**src/rtl/tdm_pkg.sv**
```systemverilog
package tdm_pkg;

    // Control states of the line-fault machine
    typedef enum logic [1:0] {
        ST_OFF   = 2'd0,   // channel disabled, fault forced
        ST_FAULT = 2'd1,   // line failed, waiting for a good character
        ST_QUAL  = 2'd2,   // counting consecutive good characters
        ST_LINK  = 2'd3    // line healthy
    } tdm_state_e;

    localparam int unsigned CHAR_BITS_DEF  = 10;
    localparam int unsigned QUIET_CHARS    = 6;
    localparam int unsigned QUIET_BITS_DEF = CHAR_BITS_DEF * QUIET_CHARS;
    localparam int unsigned GOOD_CHARS_DEF = 3;

endpackage

```
**src/rtl/tdm_run_tracker.sv**
```systemverilog
module tdm_run_tracker #(
    parameter int unsigned QUIET_LIMIT = 60
) (
    input  logic clk,
    input  logic rst,
    input  logic en,
    input  logic rx_bit,
    output logic edge_o,
    output logic quiet_hit
);
    localparam int unsigned RW = $clog2(QUIET_LIMIT + 1);
    localparam logic [RW-1:0] RUN_MAX  = RW'(QUIET_LIMIT);
    localparam logic [RW-1:0] RUN_TRIP = RW'(QUIET_LIMIT - 1);

    logic          prev_q;
    logic          prev_v;
    logic [RW-1:0] run_q;

    // A bit is a transition only when a valid predecessor exists
    assign edge_o    = en && prev_v && (rx_bit != prev_q);
    assign quiet_hit = en && !edge_o && (run_q >= RUN_TRIP);

    always_ff @(posedge clk) begin
        if (rst || !en) begin
            prev_q <= 1'b0;
            prev_v <= 1'b0;
            run_q  <= '0;
        end else begin
            prev_q <= rx_bit;
            prev_v <= 1'b1;
            if (edge_o)
                run_q <= '0;
            else if (run_q != RUN_MAX)
                run_q <= run_q + 1'b1;
        end
    end

    // counter is bounded, never wraps
    p_run_bound_r9: assert property (@(posedge clk) disable iff (rst)
        run_q <= RUN_MAX);

    // a transition clears the quiet run on the next cycle
    p_run_clear_r4: assert property (@(posedge clk) disable iff (rst)
        (en && edge_o) |=> (run_q == '0));

endmodule

```
**src/rtl/tdm_char_track.sv**
```systemverilog
module tdm_char_track (
    input  logic clk,
    input  logic rst,
    input  logic en,
    input  logic edge_i,
    input  logic char_end,
    output logic char_done,
    output logic char_good
);
    logic seen_q;

    // The closing bit's own transition counts for this character
    assign char_done = en && char_end;
    assign char_good = seen_q || edge_i;

    always_ff @(posedge clk) begin
        if (rst || !en)
            seen_q <= 1'b0;
        else if (char_end)
            seen_q <= 1'b0;
        else if (edge_i)
            seen_q <= 1'b1;
    end

    // each character starts with an empty record
    p_char_clear_r7: assert property (@(posedge clk) disable iff (rst)
        (en && char_end) |=> !seen_q);

endmodule

```
**src/rtl/tdm_fault_fsm.sv**
```systemverilog
module tdm_fault_fsm
    import tdm_pkg::*;
#(
    parameter int unsigned GOOD_CHARS = 3
) (
    input  logic clk,
    input  logic rst,
    input  logic en,
    input  logic quiet_hit,
    input  logic char_done,
    input  logic char_good,
    output logic fault_n
);
    localparam int unsigned QW = $clog2(GOOD_CHARS + 1);
    localparam logic [QW-1:0] QUAL_LAST = QW'(GOOD_CHARS - 1);
    localparam tdm_state_e FIRST_GOOD = (GOOD_CHARS == 1) ? ST_LINK : ST_QUAL;

    tdm_state_e    state_q, state_d;
    logic [QW-1:0] qual_q, qual_d;

    // Next-state logic
    always_comb begin
        state_d = state_q;
        qual_d  = qual_q;
        unique case (state_q)
            ST_OFF: begin
                state_d = ST_FAULT;
                qual_d  = '0;
            end
            ST_FAULT: begin
                if (char_done && char_good) begin
                    state_d = FIRST_GOOD;
                    qual_d  = QW'(1);
                end
            end
            ST_QUAL: begin
                if (quiet_hit) begin
                    state_d = ST_FAULT;
                    qual_d  = '0;
                end else if (char_done) begin
                    if (!char_good) begin
                        state_d = ST_FAULT;
                        qual_d  = '0;
                    end else if (qual_q == QUAL_LAST) begin
                        state_d = ST_LINK;
                        qual_d  = '0;
                    end else begin
                        qual_d  = qual_q + 1'b1;
                    end
                end
            end
            ST_LINK: begin
                if (quiet_hit) begin
                    state_d = ST_FAULT;
                    qual_d  = '0;
                end
            end
            default: begin
                state_d = ST_FAULT;
                qual_d  = '0;
            end
        endcase
        if (!en) begin
            state_d = ST_OFF;
            qual_d  = '0;
        end
    end

    // State register
    always_ff @(posedge clk) begin
        if (rst) begin
            state_q <= ST_FAULT;
            qual_q  <= '0;
        end else begin
            state_q <= state_d;
            qual_q  <= qual_d;
        end
    end

    // Output decode
    always_comb begin
        unique case (state_q)
            ST_LINK: fault_n = 1'b1;
            default: fault_n = 1'b0;
        endcase
    end

    // disable forces the fault on the following cycle
    p_disable_fault_r8: assert property (@(posedge clk) disable iff (rst)
        !en |=> !fault_n);

    // the flag only drops after a quiet limit or a disable
    p_drop_cause_r3: assert property (@(posedge clk) disable iff (rst)
        $fell(fault_n) |-> ($past(quiet_hit) || !$past(en)));

    // the flag only rises on an enabled good character boundary
    p_rise_cause_r5: assert property (@(posedge clk) disable iff (rst)
        $rose(fault_n) |-> $past(char_done && char_good && en));

    // a bad character during qualification returns to fault
    p_bad_char_r6: assert property (@(posedge clk) disable iff (rst)
        (state_q == ST_QUAL && char_done && !char_good) |=> (state_q != ST_LINK));

    // release progress never exceeds the required count
    p_qual_bound_r1: assert property (@(posedge clk) disable iff (rst)
        qual_q < QW'(GOOD_CHARS));

endmodule

```
**src/rtl/trans_density_mon.sv**
```systemverilog
module trans_density_mon
    import tdm_pkg::*;
#(
    parameter int unsigned CHAR_BITS  = CHAR_BITS_DEF,
    parameter int unsigned QUIET_BITS = QUIET_BITS_DEF,
    parameter int unsigned GOOD_CHARS = GOOD_CHARS_DEF
) (
    input  logic clk,
    input  logic rst,
    input  logic en,
    input  logic rx_bit,
    input  logic char_end,
    output logic link_fault_n
);
    logic bit_edge;
    logic quiet_hit;
    logic char_done;
    logic char_good;

    tdm_run_tracker #(
        .QUIET_LIMIT (QUIET_BITS)
    ) u_run (
        .clk       (clk),
        .rst       (rst),
        .en        (en),
        .rx_bit    (rx_bit),
        .edge_o    (bit_edge),
        .quiet_hit (quiet_hit)
    );

    tdm_char_track u_char (
        .clk       (clk),
        .rst       (rst),
        .en        (en),
        .edge_i    (bit_edge),
        .char_end  (char_end),
        .char_done (char_done),
        .char_good (char_good)
    );

    tdm_fault_fsm #(
        .GOOD_CHARS (GOOD_CHARS)
    ) u_fsm (
        .clk       (clk),
        .rst       (rst),
        .en        (en),
        .quiet_hit (quiet_hit),
        .char_done (char_done),
        .char_good (char_good),
        .fault_n   (link_fault_n)
    );

    // a character strobe without a valid character-bit count is meaningless
    initial begin
        a_char_bits_r2: assert (CHAR_BITS > 1 && QUIET_BITS >= CHAR_BITS);
    end

endmodule

```
**config.mk**
```make
export PLATFORM = sky130hd
export DESIGN_NAME = trans_density_mon
export DESIGN_NICKNAME = d
export VERILOG_FILES = /design/src/rtl/tdm_pkg.sv /design/src/rtl/tdm_run_tracker.sv /design/src/rtl/tdm_char_track.sv /design/src/rtl/tdm_fault_fsm.sv /design/src/rtl/trans_density_mon.sv
export SDC_FILE = /design/constraint.sdc
export NUM_CORES = 1
export LEC_CHECK = 0
export BUFFER_PORTS_ARGS = -buffer_cell sky130_fd_sc_hd__buf_2
export CAP_MARGIN = 20
export CORE_MARGIN = 2
export CORE_UTILIZATION = 50
export CTS_BUF_LIST = sky130_fd_sc_hd__clkbuf_8
export DETAILED_ROUTE_END_ITERATION = 16
export GPL_TIMING_DRIVEN = 0
export PLACE_DENSITY = 0.68
export SLEW_MARGIN = 10
export SYNTH_ARGS = -nofsm -noshare
export SYNTH_HDL_FRONTEND = slang
export SYNTH_SLANG_ARGS = --single-unit
export TNS_END_PERCENT = 30
```
**constraint.sdc**
```tcl
create_clock -name clk -period 2.35 [get_ports clk]
set_input_delay 0.47 -clock clk [delete_from_list [all_inputs] [get_ports clk]]
set_output_delay 0.47 -clock clk [all_outputs]
set_load 0.02 [all_outputs]
```
### Word level (Yosys, flattened, before mapping)

Cells that the tools add are included.

* register bits after elaboration: 13
* latch bits: 0
* memory bits (writable): 0
* ROM bits: 0
* input bits: 5
* output and inout bits: 1
* logic and storage cells: 59
* memories kept: 0

* $add $sub $neg: 2
* multiply operators: 0
* div/mod/pow operators: 0
* order comparisons: 1
* equality and inequality tests: 14
* shifts and indexed selects: 0
* mux-type cells: 17
* bitwise operators: 1
* reduce and logical (&&, ||, !) cells: 17

Operators by type and width (number)
* $mux 2: 12
* $pmux 2 s4: 2
* $reduce_and 4->1: 2
* $add 6x1->6 const B: 1
* $eq 2x2->1 const B: 3
* $ge 6x6->1 const B: 1
* $logic_and 1x1->1: 6
* $ne 3x2->1 const B: 2
* $ne 6x6->1 const B: 1
* $reduce_or 2->1: 3
* $ne 5x5->1 const B: 1
* $ne 4x3->1 const B: 1
* $ne 4x4->1 const B: 1
* $mux 1: 3
* $ne 3x3->1 const B: 1
* $reduce_and 3->1: 1
* $add 2x1->2 const B: 1
* $eq 2x1->1 const B: 1
* $logic_not 1->1: 2
* $logic_not 2->1: 1
* $logic_or 1x1->1: 2
* $ne 2x1->1 const B: 1
* $ne 2x2->1 const B: 1
* $ne 1x1->1: 1
* $not 1->1: 1

### Longest topological paths before layout

* depth in word-level cells: 8
* mapped depth: 6
* depth with buffers taken out: 6

### Cells and area by module

Synthesis repeated with hierarchy kept, for this count alone.

* cell total of the unflattened synthesis: 92
* area, all modules: 800.8 µm²

Modules (own cells, without submodules)
* tdm_run_tracker: times used 1, cells an instance 46, area each 417.9 µm², sequential area each 160.2 µm²
* tdm_fault_fsm: times used 1, cells an instance 41, area each 340.3 µm², sequential area each 80.1 µm²
* tdm_char_track: times used 1, cells an instance 5, area each 42.5 µm², sequential area each 20.0 µm²

### Worst setup path after synthesis

OpenSTA, ideal clock, no wires.

* path kind: reg2reg
* from: reg u_run.run_q[0]
* to: reg u_fsm.qual_q[1]
* setup time: 0.070 ns
* arrival: 1.692 ns
* slack: 0.588 ns
* stages on the path, launching flop included: 7
* period minus slack after synthesis: 1.762 ns
* path through: dfxtp_1 ha_1 nor3_2 o21ai_1 a21bo_2 or4_1 a21oi_1

* word-level cells in the longest chain between the ends: 4
* elaborated cells between the ends (all ways): 7
* classes of those cells: order compare: 1; eq/ne: 2; mux: 2; reduce/logical: 2

RTL lines
* from (decl): line tdm_run_tracker.sv:17 `logic [RW-1:0] run_q;`
* from (signal assigned): line tdm_run_tracker.sv:34 `run_q <= run_q + 1'b1;`
* $ge 6x6->1 *: line tdm_run_tracker.sv:21 `assign quiet_hit = en && !edge_o && (run_q >= RUN_TRIP);`
* $logic_and 1x1->1 *: line tdm_run_tracker.sv:21
* $mux 2, or another cell as far along: line tdm_fault_fsm.sv:37 `if (quiet_hit) begin`
* $pmux 2 s4 or $reduce_and 3->1 (tied branches)
* to (signal assigned): line tdm_fault_fsm.sv:76 `qual_q <= qual_d;`
* to (decl): line tdm_fault_fsm.sv:19 `logic [QW-1:0] qual_q, qual_d;`

Mark *: on every way between the ends. The rest lies on a longest branch, timed or not.
A chain may end at the register's enable or synchronous reset.

### Worst setup path after layout

* from: reg u_fsm.state_q[0]
* to: reg u_fsm.qual_q[1]

* word-level cells in the longest chain between the ends: 3
* elaborated cells between the ends (all ways): 9
* classes of those cells: eq/ne: 6; mux: 1; reduce/logical: 2

RTL lines
* from (decl): line tdm_fault_fsm.sv:18 `tdm_state_e state_q, state_d;`
* from (signal assigned): line tdm_fault_fsm.sv:75 `state_q <= state_d;`
* $eq 2x2->1 or $eq 2x1->1 (tied branches): line tdm_fault_fsm.sv:25 `unique case (state_q)`
* $ne 3x2->1 (no line), or another cell as far along
* $reduce_and 3->1 (no line)

Several ways; a longest one is shown, not always the timed one.

==> metrics.sh <==
YOSYS_WARNINGS=0
WORST_PATH_MAX_DELAY_CELL='or4_1'
VIA_COUNT=680
FLOORPLAN.INITIALDENSITY_PCT=53.5
POWER.STATIC_LEAKAGE_nW=0.350
WL_PER_CELL_UM=13.7
CORE.ROWCOUNT=14
HOLD_PATH_END='u_fsm.state_q[0]'
MAX_SLEW.WORST_PIN.SLEW_NS=0.410
FINALCRITICALPERIOD_NS=1.98
R2R-END='u_fsm.qual_q[1]'
FINAL_CELL_MIX='13 x dfxtp_1, 9 x inv_1, 8 x a21oi_1'
ROUTED_VIA_DENSITY=5.86
FIN_CRIT_SH_PCT=84.1
TRITONCTS_NUM_SINKS=13
WIRELENGTH_UM=1590
AREA_DELTA_SYNTH_FINAL_PCT=11.2
SETUP_TOTAL_NEGATIVE_SLACK_NS=0
CLOCK_SHARE_OF_POWER_PCT=38.1
ANTENNA_LEFT=0
HOLD_DEPTH=2
POST-ROUTE-DRC-COUNT=0
LAYOUT_COMMONEST_CELL='dfxtp_1'
WIRE_LENGTH_OF_THE_FIRST_GLOBAL_ROUTING_PASS_UM=2770
POWER_SWITCHING_SHARE_PCT=26.1
FIN_NETS=113
DPL.HPWL_UM=1130
DIE_W_UM=44.1
MAX_CAP_VIOLATIONS=0
MAX_FREQ_MHz=506
CP.ARRIVAL_NS=2.14
DR.PASS1.ITERS=4
WORSTPATHMAXFANOUT=7
NET-SWITCHING-POWER_W=0.000133
ANTENNA_CELLS=0
GLOBAL_PLACEMENT_ROUTABILITY_CONGESTION=0.834
ASYNC_FLOP_SHARE_PCT=0
POSTSYNTHAREAPERCELL_UM2=8.85
CLOCK_TREE_ROOT='clkbuf_8'
NUMBER_OF_FLIP_FLOPS_AND_LATCHES_IN_THE_SYNTHESIZED_NETLIST=13
SETUP.WORST_PATH.END_CLASS='register'
TOTAL_POWER_W=0.000508
TOTAL_CORE_AREA_UM2=1510
CRIT_CHAIN='inv_1 -> ha_1 -> a2111oi_4 -> a211oi_2 -> or4_1 -> a21oi_1'
POWER_FRAC_COMB_PCT=15.4
CTS-BUFFERS-INSERTED=3
FP.DIEH_UM=44.1
RR_STARTPOINT='u_fsm.state_q[0]'
WORSTPATHBUFFERINVERTERCOUNT=1
DPL-INSTANCE-AREA_UM2=851
R2R.WORST_PATH.CELLS=6
GRT_MAX_DEGREE=8
FINALINSTANCEAREA_UM2=896
CELLINTERNALPOWER_W=0.000376
POST_SYNTH_NUM_CELL_TYPES=32
TIMING.CRITICAL_PATH.REQUIRED_NS=2.52
CRITICAL_PATH.MAX_STAGE_DELAY_NS=0.49
PWR-SHARE-SEQ_PCT=46.4
DETAILEDROUTE.FIRSTITERATIONVIOLATIONS=16
FIRST_GLOBAL_VIAS=652
HOLD_VIOL=0
CTS_RESIZED=0
CTSLONGESTPATHBUFFERS=2
DIEAREA_UM2=1950
POWER.IR.VDD_WORST_mV=0.367
BUFFER_PORTS.INSERTED=5
HOLDBUFCOUNTCTS=0
IO_PINS=6
CLK-INSERTION-DELAY-LATE_NS=0.24
CTSHTREEMAXLEVEL=1
GR-USAGE-ALL-LAYERS_PCT=19.1
LAYOUT-DRIVE-GT1-SHARE_PCT=15.0
HOLDCRITSTARTPOINT='rst'
HOLD_SLACK_NS=0.430
MAPPEDNETLISTAREA_UM2=806
MIN-DELAY-PATH-CLASS='input pin to register'
NUMBER_OF_ANTENNA_VIOLATIONS_AT_THE_FIRST_CHECK_IN_GLOBAL_ROUTING=0
GLOBALROUTEOVERFLOWTOTAL=0
YS_DOMINANT_REG_CELL='dfxtp_1'
SLEW_HR_PCT=72.5
POSTCTSSETUPBUFFERS=0
WORST_CLOCK_SKEW_NS=0.00755
CLK_TRANSITION_REPORTED_PATHS_NS=0.06
MAX_SLEW_VIOLATION_COUNT=0
SYNTH_TOP_CELL_BY_AREA='dfxtp_1'
GRT_SETUP_UNREPAIRED='no'
SETUP-VIOLATIONS-FINAL=0
FINISH.UTILIZATION_PCT=59.5
RRSETUPSLACK_NS=0.37
CRITICAL_PATH_CLASS='register to register'
TIMING.CRITICAL_PATH.FROM_TYPE='register'
NET_COUNT_SYNTH=103
SYNTH_TOP_AREA_SHARE_PCT=32.3
CLOCK_TREE_FROM_TRITONCTS='done'
SYNTH_EDF_COUNT=0
CRIT_FAMILY='compound AO/OA/AOI/OAI gates'
SEQ_AREA_FRAC_SYNTH_PCT=32.3
STATUS='completed'
POWER.DENSITY_nW_PER_UM2=567
POST_SYNTH_INST_COUNT=91
YS_TOP_CELLS_BY_AREA='dfxtp_1 32%, ha_1 11%, a21oi_1 5.0%'
==> cells by family after synthesis <==
group	after synthesis	share of synthesized area (%)
adders and majority gates	7	10.9
muxes	1	1.40
DFF	13	32.3
AOI/OAI and AO/OA	27	26.1
and+or+nand+nor	28	18.0
buffers and inverters	8	3.73
xor gates and xnor gates	7	7.61
==> power by group through the flow <==
stage	logic, W	registers [W]	clock network (W)
CTS	0.0000785	0.000236	0.000198
floorplan	0.0000582	0.000239	0
global route	0.0000891	0.000237	0.000209
detailed placement	0.0000769	0.000240	0
global placement	0.0000758	0.000240	0
finish	0.0000785	0.000236	0.000194
==> worst max-delay path by stage <==
| stage | from | to | slack (ns) | cells after the start |
|---|---|---|---|---|
| finish | u_fsm.state_q[0] | u_fsm.qual_q[1] | 0.37 | 6 |
| detailed placement | en | u_fsm.qual_q[1] | 0.30 | 6 |
| floorplan | u_run.run_q[0] | u_fsm.qual_q[1] | 0.59 | 6 |
| CTS | u_fsm.state_q[0] | u_fsm.qual_q[1] | 0.39 | 6 |
| global route | u_fsm.state_q[0] | u_fsm.qual_q[1] | 0.28 | 6 |
| global placement | en | u_fsm.qual_q[1] | 0.31 | 6 |
==> layout make-up <==
type / instances / area (µm²)
Clock buffer: 3 / 41.3
Clock inverter: 1 / 3.75
Fill cell: 142 / 611
Inverter: 8 / 30.0
Multi-Input combinational cell: 70 / 515
Sequential cell: 13 / 260
Tap cell: 16 / 20.0
Timing Repair Buffer: 5 / 25.0
==> per-layer routing <==
layer,up-vias,GRT usage [%],wire length (µm)
li1,343,-,-
met1,318,25.3,771
met2,17,28.2,711
met3,2,6.53,97
met4,0,7.88,9
met5,-,0,0
==> per-stage QoR <==
| stage | setup WS [ns] | instances |
|---|---|---|
| CTS | 0.392 | 116 |
| floorplan | 0.588 | 91 |
| global route | 0.279 | 116 |
| global placement | 0.315 | 112 |
| finish | 0.373 | 116 |
| detailed placement | 0.303 | 112 |
==> synthesized netlist by cell type (all sizes together) (2+ instances only) <==
cell type,number
a211oi,5
a21oi,8
a22oi,2
and2,2
dfxtp,13
ha,7
inv,8
nand2,6
nand2b,2
nand3,6
nor2,6
o21ai,3
o31ai,2
xnor2,4
xor2,3
==> flip-flops by register name (all words and copies together) (netlist names) <==
signal         count
u_char.seen_q      1
u_run.prev_q       1
u_fsm.state_q      2
u_run.prev_v       1
u_fsm.qual_q       2
u_run.run_q        6
No activity file was read; power rests on OpenSTA's default activity.
